`src/rtl/sysclk_src_switch.sv`:
```
module sysclk_src_switch #(
  parameter bit HAS_LPRC = 1'b1,
  parameter int CODEW    = 8
) (
  input  logic             clk,
  input  logic             rst_n,
  input  logic [3:0]       src_rdy,
  input  logic             req_valid,
  input  logic [1:0]       req_src,
  input  logic             css_en,
  input  logic             xosc_fail,
  input  logic             pll_src_xosc,
  input  logic             wake_pulse,
  input  logic             fail_clr,
  output logic [1:0]       sel,
  output logic [CODEW-1:0] status,
  output logic             pending,
  output logic             fail_flag
);
  localparam logic [1:0] DEF  = HAS_LPRC ? 2'd0 : 2'd1;
  localparam logic [1:0] XOSC = 2'd2;
  localparam logic [1:0] PLL  = 2'd3;

  function automatic logic [CODEW-1:0] code_of(input logic [1:0] s);
    logic [1:0] rel;
    rel = HAS_LPRC ? s : s - 2'd1;
    return {{(CODEW-4){1'b0}}, rel, 2'b00};
  endfunction

  logic [1:0] tgt, nxt_sel, nxt_tgt;
  logic       nxt_pend;

  wire req_ok    = req_valid && (HAS_LPRC || req_src != 2'd0);
  wire xosc_used = (sel == XOSC) || (sel == PLL && pll_src_xosc);
  wire css_trip  = css_en && xosc_fail && xosc_used;
  wire force_def = wake_pulse || css_trip;

  always_comb begin
    nxt_sel  = sel;
    nxt_tgt  = tgt;
    nxt_pend = pending;
    if (force_def) begin
      nxt_sel  = DEF;
      nxt_pend = 1'b0;
    end else if (req_ok) begin
      nxt_tgt = req_src;
      if (req_src == sel) begin
        nxt_pend = 1'b0;
      end else if (src_rdy[req_src]) begin
        nxt_sel  = req_src;
        nxt_pend = 1'b0;
      end else begin
        nxt_pend = 1'b1;
      end
    end else if (pending && src_rdy[tgt]) begin
      nxt_sel  = tgt;
      nxt_pend = 1'b0;
    end
  end

  always_ff @(posedge clk or negedge rst_n) begin
    if (!rst_n) begin
      sel       <= DEF;
      tgt       <= DEF;
      pending   <= 1'b0;
      status    <= code_of(DEF);
      fail_flag <= 1'b0;
    end else begin
      sel       <= nxt_sel;
      tgt       <= nxt_tgt;
      pending   <= nxt_pend;
      status    <= code_of(sel);
      fail_flag <= css_trip || (fail_flag && !fail_clr);
    end
  end
endmodule


```
`config.mk`:
```
export PLATFORM = sky130hd
export DESIGN_NAME = sysclk_src_switch
export DESIGN_NICKNAME = d
export VERILOG_FILES = /design/src/rtl/sysclk_src_switch.sv
export SDC_FILE = /design/constraint.sdc
export NUM_CORES = 1
export LEC_CHECK = 0
export BUFFER_PORTS_ARGS = -buffer_cell sky130_fd_sc_hd__clkbuf_2
export CORE_AREA = 3 3 40 42
export DETAILED_ROUTE_END_ITERATION = 6
export DIE_AREA = 0 0 43 45
export GPL_TIMING_DRIVEN = 0
export PLACE_DENSITY = 0.71
export REMOVE_ABC_BUFFERS = 1
export SLEW_MARGIN = 20
export SYNTH_ARGS = -nofsm -noshare
export SYNTH_HDL_FRONTEND = slang
export SYNTH_SLANG_ARGS = --single-unit
```
`constraint.sdc`:
```
create_clock -name clk -period 5.1 [get_ports clk]
set_input_delay 1.02 -clock clk [delete_from_list [all_inputs] [get_ports clk]]
set_output_delay 1.02 -clock clk [all_outputs]
set_load 0.02 [all_outputs]
```
### Word level (Yosys, flattened, before mapping)

Index checks and enable logic that the tools add are counted.

* order comparisons: 2
* equality and inequality tests: 5
* mux-type cells: 14
* bitwise operators: 1
* reductions and logical operators: 12

Operators with widths (number)
* two-way mux 2 bit: 5
* two-way mux 1 bit: 7
* less-than comparator 2 x 3 -> 1 bit, second input constant: 2
* logical AND 1 bit: 5
* binary-select mux 1 bit (select 2 bit): 2
* == test 2 bit, second input constant: 2
* logical OR 1 bit: 3
* != test 3 x 1 -> 1 bit, second input constant: 1
* != test 3 bit, second input constant: 1
* AND reduction 3 bit: 1
* nonzero test 3 bit: 1
* == test 2 bit: 1
* AND reduction 2 bit: 1
* logical NOT 1 bit: 1
* NOT 1 bit: 1

* register bits after elaboration: 8
* input bits: 14
* output and inout bits: 12
* logic and storage cells: 39

### Longest topological paths before layout

Gate-level depths: netlist of run 1.

* word-level depth: 7
* depth in mapped cells: 4
* mapped depth without buffers: 4

### Worst setup path after synthesis of run 1

OpenSTA, ideal clock, no wires.

* path kind: input to register
* start: input req_src[0]
* end: register sel[0]
* setup time: 0.125 ns
* arrival: 2.345 ns
* required time: 4.975 ns
* path slack: 2.630 ns
* stages on the path: 4
* path buffers: 0
* cells stage by stage: mux4_2 -> o211a_1 -> or4_4 -> mux2_4

* word-level cells in the longest chain between the ends: 4
* elaborated cells on any way between the ends: 10
* classes of those cells: eq/ne: 3; mux: 6; reduce/logical: 1

Ends and longest elaborated chain
* from (decl): line 9 `input logic [1:0] req_src,`
* binary-select mux 1 bit (select 2 bit) or two-way mux 2 bit (tied branches): line 49 `end else if (src_rdy[req_src]) begin`
* two-way mux 1 bit (not written as such) or two-way mux 2 bit (tied branches): line 49, 47
* != test 3 x 1 -> 1 bit (no line) or two-way mux 2 bit (tied branches)
* AND reduction 3 bit (no line) or two-way mux 2 bit (tied branches)
* to (signal assigned): line 69 `sel <= nxt_sel;`
* to (decl): line 15 `output logic [1:0] sel,`

Parallel ways exist; a longest one is shown, timed or not. The select of a mux whose other input is x is not followed.
A chain may end at the register's enable or synchronous reset.

### Worst setup path after layout of run 1

Same ends and word-level chain as after synthesis.

==> results of run 1 <==
through the flow:
stage                     hold WS [ns]  cell area (sq um)  setup slack (ns)  utilization (%)  std cells
final                           0.4767              620.6             2.678            48.30         80
after global routing            0.5237              620.6             2.657            48.30         80
after CTS                       0.4931              620.6             2.681            48.30         80
after detailed placement        0.4816              598.1             2.414            46.54         77
after global placement          0.4774              598.1             2.429            46.54         77
after floorplan                 0.5476              484.2             2.630                -         43
cells in the mapped netlist (all sizes together):
cell type  n
mux2       4
or4        1
nor4       1
buf        7
o32a       1
dfrtp      8
nand2b     1
xor2       2
a41o       1
inv        3
o21ai      2
mux2i      4
nor2       4
nand4      1
conb       1
o211a      1
nor4b      1
mux4       2
area by class of cell:
type | instances | area [sq um]
fill | 130 | 664.4
sequential | 8 | 200.2
timing repair buffer | 19 | 95.09
inverter | 3 | 11.26
clock buffer | 3 | 22.52
multi-input combinational | 32 | 272.8
tap | 15 | 18.77
flip-flops by register name, indices dropped and copies added (netlist names):
| signal | flops |
|---|---|
| sel | 2 |
| pending | 1 |
| status | 2 |
| fail_flag | 1 |
| tgt | 2 |
cells by family (layout without fill, tap and decap cells):
group | after synthesis | after routing
XOR/XNOR | 2 | 2
AO/OA/AOI/OAI | 5 | 5
AND/OR/NAND/NOR | 9 | 9
flip-flops | 8 | 8
other | 1 | 6
multiplexers | 10 | 10
buffers and inverters | 10 | 25
path summary, 6_finish.rpt:
kind / from / endpoint / slack, ns / cells past startpoint
worst max-delay path: req_src[0] / sel[0] / 2.68 / 5
worst min-delay path: sel[0] / status[2] / 0.48 / 0
worst max register to register: sel[0] / sel[0] / 3.29 / 4
worst min register to register: sel[0] / status[2] / 0.48 / 0
max in group asynchronous: rst_n / sel[1] / 4.32 / 1
min in group asynchronous: rst_n / status[3] / 0.61 / 1
power by group:
| group | switching, mW | internal [mW] | leakage [nW] |
|---|---|---|---|
| clock | 0.0188 | 0.0267 | 0.0138 |
| sequential | 0.00975 | 0.0731 | 0.103 |
| combinational | 0.0298 | 0.0279 | 0.216 |
critical path, cell delays in order:
cell and delay (ns):
clkbuf_2 0.13, mux4_2 0.52, o211a_1 0.13, or4_4 0.44, mux2_4 0.31
layer usage:
layer / vias to the layer above / wire [microns]
met5: - / 0
met4: 0 / 0
met3: 0 / 77
met2: 15 / 437
met1: 179 / 349
li1: 192 / -
==> key figures, run 1 <==
Floorplanning
  – Site Rows: 13
  – I/O Pins: 26
  – Core ar.: between 1000 and 1500 sq um
  – Initial core utilization: 40.12%
  – Die ar.: 1935 sq um
  – DIE HEIGHT: roughly 45 microns
  – Die width: approximately 43 microns

Yosys
  – Yosys top cell by area: dfrtp_1
  – Yosys warning total: 0
  – Post-Synth XOR/XNOR Area: 3.398%
  – Adder-cell share of the synthesized area: 0%
  – Yosys cell types: 20
  – Synth Area in Compound Gates: about 8%
  – Largest family of logic cells by synthesized area: multiplexers
  – Post-Synth Simple-Gate Area: roughly a tenth
  – Synthesized flop and latch total: 8
  – Post-synth top area share: 38.83%
  – Synth Cell Area: approximately 520 sq um
  – Syn Inst Count: 45
  – Sequential fraction of the synthesis area: 38.83%
  – Synth area leaders: dfrtp_1 (39%), buf_4 (8.7%), mux4_2 (8.7%), mux2i_1 (7.8%), mux2_4 (5.8%)
  – Post-synthesis area per instance: around 11 sq um
  – Mux cell area share after synthesis: 26.70%

Power and ir drop
  – Max rail drop VDD: 0.1314 mV
  – PnR Total Power: roughly 0.19 mW
  – Leak: about 0.33 nW
  – Power density over cell area: ~300 nW/um^2

Global routing
  – Via count of the first global-routing pass: about 400
  – Met2 Use GR: between 10% and 20%
  – Most used routing layer: met2
  – Global routing usage on met1: approximately 13%
  – Met3 Usage GRT: 5.976%
  – Tot GR Track Use: approximately 11%
  – Pin count of the biggest net entering global routing: 9
  – Global-route wire length before repair: roughly 1600 microns
  – Antenna violations before repair: 0
  – Grt ovf: 0

STA
  – Final worst path period need: ~2.4 ns
  – Final clock skew: 0.001311 ns
  – Setup TNS: 0 ns
  – Fmax: slightly above 400 MHz
  – Final setup vio count: 0
  – RSZ-0062 raised after global routing: no
  – Tcrit/Tclk final: 47.48%
  – Fin. Hold Viols: 0
  – Fin. max-slew vios: 0

CTS
  – Clock Latency Late Sink: roughly 0.24 ns
  – H-tree levels: 1
  – CTS tree: built
  – Maximum buffer depth of the clock tree: 2
  – # resized after CTS: 0
  – Clk pin slew, worst setup/hold paths: 0.05 ns
  – CTS root buffer: clkbuf_4
  – CTS Hold Bufs: 0
  – Clock sink total: 8
  – Post-CTS Setup Bufs: 0
  – Num CTS Buffers: 3

Placed design
  – Post-DP HPWL: between 700 and 800 microns
  – Port bufs: 19
  – Gpl congestion: slightly below 0.8

Min path
  – HP Class: flip-flop to flip-flop

Finish
  – Commonest non-fill, non-tap cell in the layout: clkbuf_2
  – Nets: a little over 80
  – Share of layout cells above drive strength 1: 46.15%
  – Most frequent cells in the layout: clkbuf_2 (19), dfrtp_1 (8), conb_1 (6), nor2_1 (4), mux2i_1 (4)
  – # diodes: 0
  – Layout Area Growth over Synthesis: 20.39%

Worst setup path
  – CP Class: input port to flip-flop
  – Crit. End Element: flip-flop
  – Worst Path Max Fanout: 4
  – CP arrival: 2.55 ns
  – CP required: 5.23 ns
  – CP startpoint kind: input port

Drt
  – Routed WL: around 860 microns
  – TritonRoute pass-1 iters: 2
  – 1st-iter DRT viols: 4
  – DRC: 0
  – Detail Route Antenna Nets: 0
  – Vias per Instance: 4.825
  – Routed length per instance: 10.80 microns
  – Routed via count: ~390

Status
  – Status: completed

Flow run
  – Max Cap Viol: 0
(Power assumes the default switching activity.)
==> inputs of run 2 (changes only) <==
--- a/config.mk
+++ b/config.mk
@@ -6,11 +6,11 @@
 export NUM_CORES = 1
 export LEC_CHECK = 0
 export BUFFER_PORTS_ARGS = -buffer_cell sky130_fd_sc_hd__clkbuf_2
-export CORE_AREA = 3 3 40 42
+export CORE_MARGIN = 3
+export CORE_UTILIZATION = 38
 export DETAILED_ROUTE_END_ITERATION = 6
-export DIE_AREA = 0 0 43 45
 export GPL_TIMING_DRIVEN = 0
-export PLACE_DENSITY = 0.71
+export PLACE_DENSITY = 0.72
 export REMOVE_ABC_BUFFERS = 1
 export SLEW_MARGIN = 20
 export SYNTH_ARGS = -nofsm -noshare
==> constraint.sdc (replaced) <==
create_clock -name clk -period 2.1 [get_ports clk]
set_input_delay 0.42 -clock clk [delete_from_list [all_inputs] [get_ports clk]]
set_output_delay 0.42 -clock clk [all_outputs]
set_load 0.02 [all_outputs]
==> key figures, run 2 (same netlist as run 1, synthesis figures left out) <==
Status
  – Status: completed

Power and ir drop
  – Sw Share: 32.79% (+1.4 points)
  – Max rail drop VDD: 0.3212 mV (+140%)
  – Power density over cell area: 737.3 nW/um^2 (+150%)
  – Gate power share: 30.9% (about the same)
  – Leak: 0.3368 nW (+1.3%)
  – P_sw: 0.1522 mW (+160%)
  – P_int: 0.3119 mW (+140%)
  – Clock power share: 25.3% (+0.8 points)
  – Sequential share of power: 43.8% (-0.7 points)

Global routing
  – Global-route wire length before repair: 1545 microns (-3.4%)
  – Grt ovf: 0 (unchanged)
  – Pin count of the biggest net entering global routing: 9 (unchanged)
  – Tot GR Track Use: 11.86% (+0.38 points)
  – Via count of the first global-routing pass: 353 (-11%)
  – Antenna violations before repair: 0 (unchanged)

Placed design
  – Post-placement setup slack: 0.01772 ns (-2.396 ns)
  – Gpl congestion: 0.7750 (-2.4%)
  – Port bufs: 19 (unchanged)

CTS
  – CTS tree: built
  – Clock Latency Late Sink: 0.26 ns (+0.02 ns)
  – Clock sink total: 8 (unchanged)
  – Clk pin slew, worst setup/hold paths: 0.06 ns (about the same)
  – H-tree levels: 1 (unchanged)
  – Maximum buffer depth of the clock tree: 2 (unchanged)
  – # resized after CTS: 0 (unchanged)
  – Post-CTS Setup Bufs: 0 (unchanged)
  – CTS Hold Bufs: 1 (+1)
  – CTS root buffer: clkbuf_4
  – Num CTS Buffers: 3 (unchanged)

Worst setup path
  – Crit. End Element: flip-flop
  – Reg2reg start: sel[0]
  – CP Class: flip-flop to flip-flop
  – CP required: 2.24 ns (-2.99 ns)
  – CP arrival: 1.97 ns (-0.58 ns)
  – Critical Path End: sel[1]
  – Flop-to-flop setup slack: 0.27 ns (-3.02 ns)
  – Worst Path Max Fanout: 5 (+1)
  – Crit path cell chain: nand2b_1 > a41o_1 > or4_4 > mux2_4
  – CP startpoint kind: flip-flop
  – Max incr delay on CP: 0.57 ns (+0.05 ns)
  – Worst r2r dst: sel[1]
  – CP bufs+invs: 0 (-1)
  – Register-to-Register Path Depth: 4 (unchanged)
  – Crit. path cell count: 4 (-1)
  – Setup crit start: sel[0]
  – Delay-heaviest family, CP: simple AND/OR/NAND/NOR gates
  – Slowest CP cell: or4_4

Finish
  – Most frequent cells in the layout: clkbuf_2 (19), dfrtp_1 (8), conb_1 (6), nor2_1 (4), mux2i_1 (4)
  – # diodes: 0 (unchanged)
  – Nets: 82 (+1.2%)
  – Filler cell count: 105 (-19%)
  – Regs by FF count: sel: 2 flops, status: 2 flops, tgt: 2 flops
  – Layout Area Growth over Synthesis: 22.09%
  – Commonest non-fill, non-tap cell in the layout: clkbuf_2
  – Share of layout cells above drive strength 1: 45.45% (-0.70 points)

STA
  – Fin. max-slew vios: 0 (unchanged)
  – Final worst path period need: 1.834 ns
  – Final setup margin: 0.2661 ns (-2.412 ns)
  – Fmax: 545.3 MHz
  – RSZ-0062 raised after global routing: no
  – Setup TNS: 0 ns (unchanged)
  – Fin. Hold Viols: 0 (unchanged)
  – Final setup vio count: 0 (unchanged)
  – Final clock skew: 0.007154 ns (+0.005843 ns)
  – Tcrit/Tclk final: 87.33%

Drt
  – Routed via count: 398 (+3.1%)
  – 1st-iter DRT viols: 3 (-1)
  – Routed length per instance: 12.43 microns (+15%)
  – Detail Route Antenna Nets: 0 (unchanged)
  – TritonRoute pass-1 iters: 2 (unchanged)
  – Routed WL: 994 microns (+15%)
  – Vias per Instance: 4.975 (+3.1%)
  – DRC: 0 (unchanged)

Flow run
  – Max Cap Viol: 0 (unchanged)

Floorplanning
  – Site Rows: 12 (-1)
  – DIE HEIGHT: 42.83 microns (-4.8%)
  – Die ar.: 1834 sq um (-5.2%)
  – Die width: 42.83 microns (-0.40%)
  – Initial core utilization: 43.46% (+3.3 points)
  – Core ar.: 1186 sq um (-7.7%)
  – I/O Pins: 26 (unchanged)

Min path
  – HP Class: input port to flip-flop
## run 2: cell count changes in the layout (fill, tap and decap cells not counted)
cell / delta
dlygate4sd3_1: +1
## run 2: worst min-delay path by stage
stage | start | endpoint | cells after the start
floorplan | rst_n | fail_flag | 0
global placement | rst_n | pending | 1
detailed placement | rst_n | status[3] | 1
CTS | fail_clr | fail_flag | 2
global route | fail_clr | fail_flag | 2
finish | fail_clr | fail_flag | 2
## run 2: metal layers
| metal | track usage, % | vias to the layer above | share of wire (%) |
|---|---|---|---|
| li1 | - | 193 | - |
| met1 | 13.73 | 180 | 43 |
| met2 | 17.37 | 23 | 44 |
| met3 | 5.508 | 2 | 11 |
| met4 | 7.453 | 0 | 1.7 |
| met5 | 0 | - | 0 |
## run 2: area by class of cell
class | instances | area [sq um] | share of cell area, %
Tap cell | 14 | 17.52 | 2.783
Clock buffer | 3 | 22.52 | 3.579
Multi-Input combinational cell | 32 | 272.8 | 43.34
Sequential cell | 8 | 200.2 | 31.81
Inverter | 3 | 11.26 | 1.789
Timing Repair Buffer | 20 | 105.1 | 16.70
## run 2: through the flow
stage | power (mW) | area, sq um | instances | utilization (%) | hold WS (ns)
after floorplan | 0.2971 | 484.2 | 43 | - | 0.1244
after global placement | 0.3434 | 596.8 | 76 | 50.32 | 0.2722
after detailed placement | 0.3491 | 596.8 | 76 | 50.32 | 0.2790
after CTS | 0.4743 | 629.4 | 80 | 53.06 | 0.3429
after global routing | 0.4946 | 629.4 | 80 | 53.06 | 0.3558
final | 0.4640 | 629.4 | 80 | 53.06 | 0.3546
## run 2: power by group through the flow
stage / sequential [mW] / clock (mW) / combinational, mW
final: 0.203 / 0.117 / 0.143
after global routing: 0.207 / 0.132 / 0.155
after CTS: 0.204 / 0.126 / 0.144
after detailed placement: 0.207 / 0 / 0.142
after global placement: 0.204 / 0 / 0.140
after floorplan: 0.221 / 0 / 0.0758
==> inputs of run 3 (changes only) <==
--- a/config.mk
+++ b/config.mk
@@ -5,12 +5,13 @@
 export SDC_FILE = /design/constraint.sdc
 export NUM_CORES = 1
 export LEC_CHECK = 0
+export ABC_AREA = 1
 export BUFFER_PORTS_ARGS = -buffer_cell sky130_fd_sc_hd__clkbuf_2
 export CORE_MARGIN = 3
-export CORE_UTILIZATION = 38
+export CORE_UTILIZATION = 39
 export DETAILED_ROUTE_END_ITERATION = 6
 export GPL_TIMING_DRIVEN = 0
-export PLACE_DENSITY = 0.72
+export PLACE_DENSITY = 0.73
 export REMOVE_ABC_BUFFERS = 1
 export SLEW_MARGIN = 20
 export SYNTH_ARGS = -nofsm -noshare
==> key figures, run 3 <==
CTS
  – H-tree levels: 1 (unchanged)
  – CTS Hold Bufs: 0 (-1)
  – Clock Latency Late Sink: 0.25 ns (about the same)
  – Maximum buffer depth of the clock tree: 2 (unchanged)
  – CTS root buffer: clkbuf_4
  – Post-CTS Setup Bufs: 0 (unchanged)
  – Num CTS Buffers: 3 (unchanged)
  – # resized after CTS: 0 (unchanged)
  – CTS tree: built
  – Clock sink total: 8 (unchanged)
  – Clk pin slew, worst setup/hold paths: 0.06 ns (about the same)

Status
  – Status: finished, violations left
  – Failing checks: hold timing

Floorplanning
  – DIE HEIGHT: 43.74 microns (+2.1%)
  – Die ar.: 1913 sq um (+4.3%)
  – Site Rows: 12 (unchanged)
  – Initial core utilization: 45.68% (+2.2 points)
  – Core ar.: 1216 sq um (+2.5%)
  – Die width: 43.74 microns (+2.1%)
  – I/O Pins: 26 (unchanged)

Yosys
  – Commonest cells post-synth: nand2_1 (24), nand3_1 (9), dfrtp_1 (8), inv_1 (8), buf_4 (6)
  – Yosys top cell by area: dfrtp_1
  – Syn Inst Count: 78 (+73%)
  – Post-synthesis async set-or-reset flop share: 100.0% (unchanged)
  – Post-synth top area share: 36.04% (-2.8 points)
  – Yosys warning total: 0 (unchanged)
  – Synth Cell Area: 555.5 sq um (+7.8%)
  – Yosys cell types: 16 (-20%)
  – Post-synthesis area per instance: 7.122 sq um (-38%)
  – Synthesized flop and latch total: 8 (unchanged)
  – Sequential fraction of the synthesis area: 36.04% (-2.8 points)
  – Synth area leaders: dfrtp_1 (36%), nand2_1 (16%), nand3_1 (8.1%), buf_4 (8.1%), inv_1 (5.4%)
  – Most used DFF post-synth: dfrtp_1
  – Post-synth EDFFs: 0 (unchanged)
  – Top-count cell post-synth: nand2_1

Worst setup path
  – CP required: 1.68 ns (-0.56 ns)
  – CP Class: flip-flop to output pin
  – Crit. path cell count: 1 (-3)
  – Register-to-Register Path Depth: 9 (+5)
  – Crit path cell chain: clkbuf_2
  – CP bufs+invs: 1 (+1)
  – Flop-to-flop setup slack: 0.91 ns (+0.64 ns)
  – Delay-heaviest family, CP: flip-flops
  – Slowest CP cell: dfrtp_1
  – CP arrival: 0.89 ns (-1.08 ns)
  – Crit. End Element: output pin
  – Worst r2r dst: sel[0]
  – Max incr delay on CP: 0.44 ns (-0.13 ns)
  – Worst Path Max Fanout: 6 (+1)
  – CP startpoint kind: flip-flop
  – Reg2reg start: sel[1]

Placed design
  – Post-placement setup slack: 0.8234 ns (+0.8057 ns)
  – Port bufs: 19 (unchanged)
  – Gpl congestion: 0.7529 (-2.9%)
  – Post-DP HPWL: approximately 930 microns

STA
  – Final setup vio count: 0 (unchanged)
  – Fin. Hold Viols: 1 (+1)
  – Fin. max-slew vios: 0 (unchanged)
  – Final setup margin: 0.7885 ns (+0.5224 ns)
  – Tcrit/Tclk final: 62.45% (-25 points)
  – Hold Slack: -0.00003847 ns (-0.3546 ns)
  – RSZ-0062 raised after global routing: no
  – Final worst path period need: 1.312 ns (-0.5223 ns)
  – Fmax: 762.5 MHz (+40%)
  – Final clock skew: 0.007750 ns (+0.0005958 ns)
  – Setup TNS: 0 ns (unchanged)

Finish
  – Layout Area Growth over Synthesis: 19.59%
  – Nets: 115 (+40%)
  – Regs by FF count: sel: 2 flops, status: 2 flops, tgt: 2 flops
  – Share of layout cells above drive strength 1: 35.35% (-10 points)
  – Most frequent cells in the layout: nand2_1 (24), clkbuf_2 (19), nand3_1 (9), inv_1 (8), dfrtp_1 (8)
  – # diodes: 0 (unchanged)
  – Commonest non-fill, non-tap cell in the layout: nand2_1

Global routing
  – Met2 Use GR: 21.51% (+4.1 points)
  – Global-route wire length before repair: 1952 microns (+26%)
  – Tot GR Track Use: 13.64% (+1.8 points)
  – Global routing usage on met1: 17.51% (+3.8 points)
  – Pin count of the biggest net entering global routing: 9 (unchanged)
  – Via count of the first global-routing pass: 478 (+35%)
  – Antenna violations before repair: 0 (unchanged)
  – Met3 Usage GRT: 2.490% (-3.0 points)
  – Most used routing layer: met2
  – Grt ovf: 0 (unchanged)

Drt
  – Routed WL: 1096 microns (+10%)
  – Routed via count: 519 (+30%)
  – 1st-iter DRT viols: 10 (+7)
  – Detail Route Antenna Nets: 0 (unchanged)
  – DRC: 0 (unchanged)
  – Routed length per instance: 9.699 microns (-22%)
  – TritonRoute pass-1 iters: 3 (+1)
  – Vias per Instance: 4.593 (-7.7%)

Min path
  – HP Class: input port to async pin

Power and ir drop
  – Max rail drop VDD: 0.2872 mV (-11%)
  – Leak: 0.3945 nW (+17%)
  – Power density over cell area: 657.3 nW/um^2 (-11%)

Flow run
  – Max Cap Viol: 0 (unchanged)
## run 3: layout make-up
class,count,area [sq um]
Clock buffer,3,22.52
Fill cell,110,551.8
Inverter,11,41.29
Multi-Input combinational cell,58,287.8
Sequential cell,8,200.2
Tap cell,14,17.52
Timing Repair Buffer,19,95.09
## run 3: power breakdown
group	switching [mW]	internal [mW]
combinational	0.0871	0.0445
clock	0.0508	0.0653
sequential	0.0160	0.173
total	0.154	0.283
## run 3: metal layers
metal  share of wire (%)  wire [microns]  up-vias
met4                0.73               8        0
met3                 4.2              46        2
met1                  44             480      230
met5                   0               0        -
met2                  51             562       13
li1                    -               -      274
## run 3: worst max path at each step
| stage | to | start | slack [ns] |
|---|---|---|---|
| after floorplan | sel[1] | sel[1] | 0.88 |
| after global placement | sel[1] | req_src[0] | 0.86 |
| after detailed placement | sel[0] | req_src[0] | 0.82 |
| after CTS | sel[0] | sel[0] | 0.78 |
| after global routing | sel[0] | sel[0] | 0.74 |
| final | sel[0] | sel[0] | 0.79 |
## run 3: metrics by stage
step / std cells / cell area, sq um / hold WS, ns / total power, mW / utilization, %
finish: 113 / 664.4 / -0.00003847 / 0.4367 / 54.63
global route: 113 / 664.4 / 0.01213 / 0.4665 / 54.63
CTS: 113 / 664.4 / 0.005442 / 0.4396 / 54.63
detailed placement: 110 / 641.9 / 0.2735 / 0.3241 / 52.78
global placement: 110 / 641.9 / 0.2724 / 0.3200 / 52.78
floorplan: 77 / 529.3 / 0.1244 / 0.2781 / -
## run 3: cell families after synthesis
logic type      share of synthesized area, %
buf+inv                                15.54
simple gates                           43.24
flops                                  36.04
compound gates                         4.504
other cells                           0.6750
## run 3: worst register-to-register path, stage by stage (launching register included)
cell,delay (ns)
dfrtp_1,0.42
nand2_1,0.08
nor2_2,0.09
nand2_2,0.07
nand2_4,0.10
nor2_8,0.05
nand2_2,0.08
nand2_2,0.06
nand2_1,0.06
nand2_1,0.05
